[config.mk]
export PLATFORM = sky130hd
export DESIGN_NAME = late_write_sram
export DESIGN_NICKNAME = d
export VERILOG_FILES = /design/src/rtl/lw_pkg.sv /design/src/rtl/lw_cmd_stage.sv /design/src/rtl/lw_lane_ram.sv /design/src/rtl/lw_read_path.sv /design/src/rtl/late_write_sram.sv
export SDC_FILE = /design/constraint.sdc
export NUM_CORES = 2
export LEC_CHECK = 0
export BUFFER_PORTS_ARGS = -buffer_cell sky130_fd_sc_hd__buf_4
export CORE_UTILIZATION = 35
export CTS_CLUSTER_SIZE = 14
export DETAILED_ROUTE_END_ITERATION = 8
export PLACE_DENSITY_LB_ADDON = 0.08
export SYNTH_ARGS = -nofsm -noshare
export SYNTH_HDL_FRONTEND = slang
export SYNTH_SLANG_ARGS = --single-unit
[constraint.sdc]
create_clock -name clk -period 2.76 [get_ports clk]
set_input_delay 0.552 -clock clk [delete_from_list [all_inputs] [get_ports clk]]
set_output_delay 0.552 -clock clk [all_outputs]
set_load 0.02 [all_outputs]
[src/rtl/lw_pkg.sv]
package lw_pkg;
  localparam int LANE_BITS = 9;

  typedef enum logic [1:0] {
    OP_IDLE  = 2'd0,
    OP_READ  = 2'd1,
    OP_WRITE = 2'd2
  } lw_op_e;
endpackage

[src/rtl/lw_cmd_stage.sv]
module lw_cmd_stage
  import lw_pkg::*;
#(
  parameter int ADDR_W = 6,
  parameter int LANES  = 4
) (
  input  logic              clk,
  input  logic              rst,
  input  logic              cs_n,
  input  logic              we_n,
  input  logic [LANES-1:0]  be_n,
  input  logic [ADDR_W-1:0] addr,
  input  logic              sleep,
  output logic              rd_go,
  output logic              pend_valid,
  output logic [ADDR_W-1:0] pend_addr,
  output logic [LANES-1:0]  pend_mask
);
  lw_op_e op_now;

  always_comb begin
    if (sleep || cs_n)
      op_now = OP_IDLE;
    else if (we_n)
      op_now = OP_READ;
    else
      op_now = OP_WRITE;
  end

  always_ff @(posedge clk) begin
    if (rst) begin
      rd_go      <= 1'b0;
      pend_valid <= 1'b0;
      pend_addr  <= '0;
      pend_mask  <= '0;
    end else begin
      rd_go      <= (op_now == OP_READ);
      pend_valid <= (op_now == OP_WRITE);
      if (op_now == OP_WRITE) begin
        pend_addr <= addr;
        pend_mask <= ~be_n;
      end
    end
  end
endmodule

[src/rtl/lw_lane_ram.sv]
module lw_lane_ram #(
  parameter int ADDR_W = 6,
  parameter int WIDTH  = 9
) (
  input  logic              clk,
  input  logic              wr_en,
  input  logic [ADDR_W-1:0] wr_addr,
  input  logic [WIDTH-1:0]  wr_data,
  input  logic [ADDR_W-1:0] rd_addr,
  output logic [WIDTH-1:0]  rd_data
);
  localparam int DEPTH = 1 << ADDR_W;

  logic [WIDTH-1:0] cells [DEPTH];

  always_ff @(posedge clk) begin
    if (wr_en)
      cells[wr_addr] <= wr_data;
    rd_data <= cells[rd_addr];
  end
endmodule

[src/rtl/lw_read_path.sv]
module lw_read_path
  import lw_pkg::*;
#(
  parameter int ADDR_W = 6,
  parameter int LANES  = 4
) (
  input  logic                       clk,
  input  logic                       rst,
  input  logic                       pend_valid,
  input  logic [ADDR_W-1:0]          pend_addr,
  input  logic [LANES-1:0]           pend_mask,
  input  logic [ADDR_W-1:0]          addr,
  input  logic [LANES*LANE_BITS-1:0] d_in,
  input  logic                       rd_go,
  input  logic [LANES*LANE_BITS-1:0] arr_word,
  input  logic                       oe_n,
  output logic [LANES*LANE_BITS-1:0] q,
  output logic                       q_drv
);
  localparam int DW = LANES * LANE_BITS;

  logic [LANES-1:0] fwd_mask;
  logic [DW-1:0]    fwd_data;
  logic [DW-1:0]    merged;
  logic [DW-1:0]    q_reg;
  logic             drv_reg;

  always_ff @(posedge clk) begin
    if (rst) begin
      fwd_mask <= '0;
      fwd_data <= '0;
    end else begin
      fwd_mask <= (pend_valid && (pend_addr == addr)) ? pend_mask : '0;
      fwd_data <= d_in;
    end
  end

  for (genvar k = 0; k < LANES; k++) begin : g_merge
    assign merged[k*LANE_BITS +: LANE_BITS] = fwd_mask[k]
      ? fwd_data[k*LANE_BITS +: LANE_BITS]
      : arr_word[k*LANE_BITS +: LANE_BITS];
  end

  always_ff @(posedge clk) begin
    if (rst) begin
      q_reg   <= '0;
      drv_reg <= 1'b0;
    end else begin
      drv_reg <= rd_go;
      if (rd_go)
        q_reg <= merged;
    end
  end

  assign q_drv = drv_reg & ~oe_n;
  assign q     = q_drv ? q_reg : '0;
endmodule

[src/rtl/late_write_sram.sv]
module late_write_sram
  import lw_pkg::*;
#(
  parameter int ADDR_W = 6,
  parameter int LANES  = 4
) (
  input  logic                       clk,
  input  logic                       rst,
  input  logic                       cs_n,
  input  logic                       we_n,
  input  logic [LANES-1:0]           be_n,
  input  logic [ADDR_W-1:0]          addr,
  input  logic [LANES*LANE_BITS-1:0] d_in,
  input  logic                       sleep,
  input  logic                       oe_n,
  output logic [LANES*LANE_BITS-1:0] q,
  output logic                       q_drv
);
  localparam int DW = LANES * LANE_BITS;

  logic              rd_go;
  logic              pend_valid;
  logic [ADDR_W-1:0] pend_addr;
  logic [LANES-1:0]  pend_mask;
  logic [DW-1:0]     arr_word;

  lw_cmd_stage #(.ADDR_W(ADDR_W), .LANES(LANES)) u_cmd (
    .clk        (clk),
    .rst        (rst),
    .cs_n       (cs_n),
    .we_n       (we_n),
    .be_n       (be_n),
    .addr       (addr),
    .sleep      (sleep),
    .rd_go      (rd_go),
    .pend_valid (pend_valid),
    .pend_addr  (pend_addr),
    .pend_mask  (pend_mask)
  );

  for (genvar k = 0; k < LANES; k++) begin : g_lane
    lw_lane_ram #(.ADDR_W(ADDR_W), .WIDTH(LANE_BITS)) u_ram (
      .clk     (clk),
      .wr_en   (pend_valid & pend_mask[k]),
      .wr_addr (pend_addr),
      .wr_data (d_in[k*LANE_BITS +: LANE_BITS]),
      .rd_addr (addr),
      .rd_data (arr_word[k*LANE_BITS +: LANE_BITS])
    );
  end

  lw_read_path #(.ADDR_W(ADDR_W), .LANES(LANES)) u_rd (
    .clk        (clk),
    .rst        (rst),
    .pend_valid (pend_valid),
    .pend_addr  (pend_addr),
    .pend_mask  (pend_mask),
    .addr       (addr),
    .d_in       (d_in),
    .rd_go      (rd_go),
    .arr_word   (arr_word),
    .oe_n       (oe_n),
    .q          (q),
    .q_drv      (q_drv)
  );
endmodule

# After elaboration in Yosys (flattened, before gate mapping)
# Memories as Yosys holds them, arrays and structs flattened. A register that Yosys moved wholly into a read port is not among the register bits.
# Index checks and enable logic that the tools add are counted.
# classes
n_mux	15
reduce_logical	3
n_eq_ne	3
n_bitwise	8
# ops
cell	n
2-to-1 mux 36 bit	1
2-to-1 mux 9 bit	4
2-to-1 mux 1 bit	8
equality test 6 bit	1
bitwise AND 1 bit	5
2-to-1 mux 2 bit	2
NOT 4 bit	1
equality test 2 x 1 -> 1 bit (second input constant)	1
equality test 2 bit (second input constant)	1
NOT 1 bit	2
OR reduction 2 bit	1
logical AND 1 bit	1
logical OR 1 bit	1
# totals
n_memories	4
wordCells	41
ram_bits	2304
output_inout_bits	37
register_bits	89
# mem_list
memory	depth	width	read_ports	rd_ports_with_merged_regs	wr	line_no	source
g_lane[0].u_ram.cells	64	9	1	1	1	lw_lane_ram.sv:14	logic [WIDTH-1:0] cells [DEPTH];
g_lane[1].u_ram.cells	64	9	1	1	1	lw_lane_ram.sv:14	
g_lane[2].u_ram.cells	64	9	1	1	1	lw_lane_ram.sv:14	
g_lane[3].u_ram.cells	64	9	1	1	1	lw_lane_ram.sv:14	

# Depth between registers and ports, before layout
# logic_depth
ltp_word	4
mapped_depth	10
mapped_depth_nobuf	5

# Modules after synthesis
# A second synthesis with hierarchy kept.
# hier_totals
cells_unflattened	4437
hier_area_um2	93916.3
# by_module_without_submodules
module	seq_area_each_um2	area_each_um2	cells_each	instances
lw_lane_ram	17476.8	22594.2	1020	4
lw_read_path	1541.5	3000.4	302	1
lw_cmd_stage	240.2	514.2	51	1
late_write_sram	0.0	25.0	4	1

# Least setup slack after synthesis
# No wires, ideal clock.
# synth_timing
path_type	in2reg
from	input port addr[0]
to	register g_lane[2].u_ram.rd_data[2], read port of g_lane[2].u_ram.cells
t_arrival_ns	2.128
slack_ns	0.515
path_stages	9
required_time_ns	2.643
cell_sequence	buf_6 > buf_8 > buf_6 > buf_2 > mux4_2 > o22ai_1 > nor2_1 > a21oi_1 > nor2_1
# synth_rtl
item	line_no	source
from (decl)	late_write_sram.sv:12	input logic [ADDR_W-1:0] addr,
to (decl)	lw_lane_ram.sv:10	output logic [WIDTH-1:0] rd_data

# Worst setup path in the final report
# layout_timing
from	register u_cmd.pend_addr[0]
to	memory g_lane[3].u_ram.cells[11][2], enable pin
# layout_rtl
item	line_no	source
from (decl)	lw_cmd_stage.sv:16	output logic [ADDR_W-1:0] pend_addr,
from (signal assigned)	lw_cmd_stage.sv:40	pend_addr <= addr;
to (decl)	lw_lane_ram.sv:14	
# Straight into the memory's write port.

==> flow_metrics.tcl <==
set metrics [dict create \
    outcome "complete, but fails checks" \
    violations "negative setup slack" \
    layout_common_cells "2304 x edfxtp_1, 674 x buf_4, 517 x mux4_2" \
    finalWorstSetupSlack_ns -0.1755 \
    multi_input_area_sq_mm 0.01975 \
    clk_pin_slew_ns 0.06 \
    remaining_drc_errors 0 \
    path_cells "nand2_1 -> nor2_1 -> nand2_1 -> nor2_1 -> buf_4" \
    synthDistinctLibCells 41 \
    ir_drop_mv 0.7074 \
    die_h_um 516.7 \
    slowest_delay_ns 0.78 \
    drive_gt1_frac 0.3036 \
    num-nets-final 5378 \
    worstMarginPinSlew_ns 1.156 \
    total_power_mw 80.11 \
    first_iter_violations 4961 \
    fill_cells 23170 \
    vias_per_cell 5.295 \
    grt.total_usage 0.2201 \
    fin_worst_skew_ns 0.06028 \
    overflow 0 \
    largest_register_ffs 2304 \
    final_cells 9062 \
    antenna_found_initial 22 \
    regMostFlops "g_lane.u_ram.cells" \
    cts_buffer_depth 4 \
    cp_data_required_time_ns 3.36 \
    min_period_ns 2.936 \
    firstDrtPassIters 6 \
    rows 188 \
    syn_area_sq_mm 0.09272 \
    cts.sinks 2429 \
    die_w_um 516.7 \
    hp-class "in -> reg" \
    numCtsBuffers 288 \
    crit_path_end_kind "register" \
    cts_tree "yes" \
    post_drt_wl_per_cell_um 32.39 \
    yosysSeqAreaShare 0.7732 \
    power_density_mw_per_mm2 718.0 \
    max-slew-margin-rel 0.2276 \
    maxCapViolCount 0 \
    seqCellArea_sq_mm 0.07169 \
    num_vias 47980 \
    initial_core_util 0.3526 \
    dp_cells 8542 \
    crit_type "reg -> reg" \
    syn_avg_cell_area_sq_um 20.44 \
    grt_first_pass_wirelength_um 403000 \
    routed_wl_um 293500 \
    gp_congestion 0.8311 \
    max_freq_mhz 340.7 \
    post-place-ws_ns -0.2378 \
    startpoint_type "register" \
    core_sq_mm 0.2630 \
    holdPathStages 5 \
    hold_viol 0 \
    finalSetupViolCount 65 \
    synth.net_count 4588 \
    synth_warnings 0 \
    dieArea_sq_mm 0.2670 \
    ant_nets 0 \
    area_growth_pct 20.33 \
    synthCells 4536 \
    arrival_ns 3.53 \
    cp_slowest_cell "nand2_1" \
    clk_latency_ns 0.96 \
    htreeDepth 5 \
    grt_pass1_vias 48710 \
    cts.repair.resized 0 \
    power_leakage_nw 36.30 \
    rsz0062_at_grt "true" \
    reg2reg_depth 5 \
    ctsRootBufferMaster "clkbuf_16" \
    hpwl_um 190900 \
    io_pins 89 \
    worstPathMaxFanout 10 \
    grt_start_max_net_pins 66 \
    io_buffers 88 \
    synth_seq_cells 2429 \
    fin_crit_sh 1.064 \
    layout_commonest_cell "edfxtp_1" \
    final-max-slew-violation-count 0 \
]
where the power goes:
| part | internal [mW] | switching [mW] | total [mW] | leakage [nW] |
|---|---|---|---|---|
| combinational | 1.62 | 2.53 | 4.16 | 10.3 |
| clock | 20.8 | 14.5 | 35.4 | 4.23 |
| sequential | 40.4 | 0.122 | 40.6 | 21.7 |
| total | 62.9 | 17.2 | 80.1 | 36.3 |
layer usage:
layer	wire, um	vias up	global-route usage
met2	138000	1376	0.3471
li1	-	20280	-
met3	17400	353	0.04194
met5	21	-	0
met1	130100	25970	0.3093
met4	7973	4	0.06468
synth_stat cells:
library cell  instances  share of area
o221ai_1             29         0.0027
xor2_1                2        0.00019
o22ai_1              83         0.0056
buf_8                 1        0.00016
nand2b_1              8        0.00054
nor3_1                4        0.00022
mux2_2                1        0.00012
and4_1                8        0.00076
or2_2                 3        0.00020
and3_1                3        0.00020
a211oi_1             41         0.0033
clkbuf_1            142         0.0057
edfxtp_1           2304           0.75
a2111oi_0             1       0.000094
mux4_2              517           0.13
and3b_1               3        0.00028
o22a_1                1       0.000094
dfxtp_1             125          0.027
xnor2_1               4        0.00038
nor2_1              361          0.015
o21ai_0              30         0.0016
buf_4                31         0.0025
a31oi_1              31         0.0021
clkbuf_4              1       0.000081
nor3b_1               6        0.00049
nand2_1             143         0.0058
and2_1               43         0.0029
mux2i_1             213          0.023
or3b_2                3        0.00028
a22oi_1             168          0.014
nor2b_1              48         0.0032
buf_1                17        0.00069
or3_1                 2        0.00013
a21oi_1              61         0.0033
buf_2                75         0.0040
nor4b_1               1       0.000094
buf_6                12         0.0015
nand3b_1              4        0.00032
o211ai_1              1       0.000081
nor4_1                1       0.000068
nand3_1               4        0.00022
worst max-delay path, delay by kind of cell (launching register included):
| family | cells | cell delay (ns) |
|---|---|---|
| buffers and inverters | 1 | 0.30 |
| DFF | 1 | 0.58 |
| and+or+nand+nor | 4 | 1.71 |
path summary, 6_finish.rpt:
kind / startpoint / end / slack [ns]
max reg2reg: u_cmd.pend_addr[0]$_SDFFE_PP0P_ / g_lane[3].u_ram.cells[11][2]$_DFFE_PP_ / -0.18
min reg2reg: u_rd.q_reg[14]$_SDFFE_PP0P_ / u_rd.q_reg[14]$_SDFFE_PP0P_ / 0.48
max: u_cmd.pend_addr[0]$_SDFFE_PP0P_ / g_lane[3].u_ram.cells[11][2]$_DFFE_PP_ / -0.18
min: we_n / u_cmd.pend_addr[0]$_SDFFE_PP0P_ / 0.12
cell families (layout without fill, tap and decap cells):
| group | after synthesis | after routing | synth area share |
|---|---|---|---|
| AOI/OAI and AO/OA | 446 | 446 | 0.03253 |
| xor gates and xnor gates | 6 | 6 | 0.0005668 |
| buffers and inverters | 279 | 1276 | 0.01470 |
| DFF | 2429 | 2429 | 0.7732 |
| muxes | 731 | 731 | 0.1487 |
| other | 0 | 14 | 0 |
| and+or+nand+nor | 645 | 645 | 0.03035 |
per-stage QoR:
stage               instance area [sq um]  TNS (ns)  hold WS, ns    util
finish                             111600    -3.844       0.1181  0.4243
global route                       111600    -1.617      0.08004  0.4242
floorplan                           92720         0       0.4533       -
CTS                                111500  -0.07163      0.04734  0.4241
global placement                   102800    -1.150       0.4734  0.3909
detailed placement                 102800    -1.105       0.4812  0.3909
final cells by class:
| type | instances | area share |
|---|---|---|
| flip-flops and latches | 2429 | 0.6425 |
| multi-input cells | 1828 | 0.1770 |
| clock buffers | 394 | 0.07032 |
| repair buffers | 779 | 0.06325 |
| well taps | 3515 | 0.03942 |
| clock inverters | 103 | 0.007154 |
| diodes | 14 | 0.0003140 |
timing repair:
action | in CTS | in global routing
endpoints found under the hold margin | 23 | 0
setup endpoints to repair | 6 | 37
cloned | 0 | 0
pin swaps | 0 | 0
setup buffers | 0 | 0
hold buffers | 9 | 0
Note: power is estimated with default switching activity, not from simulation.
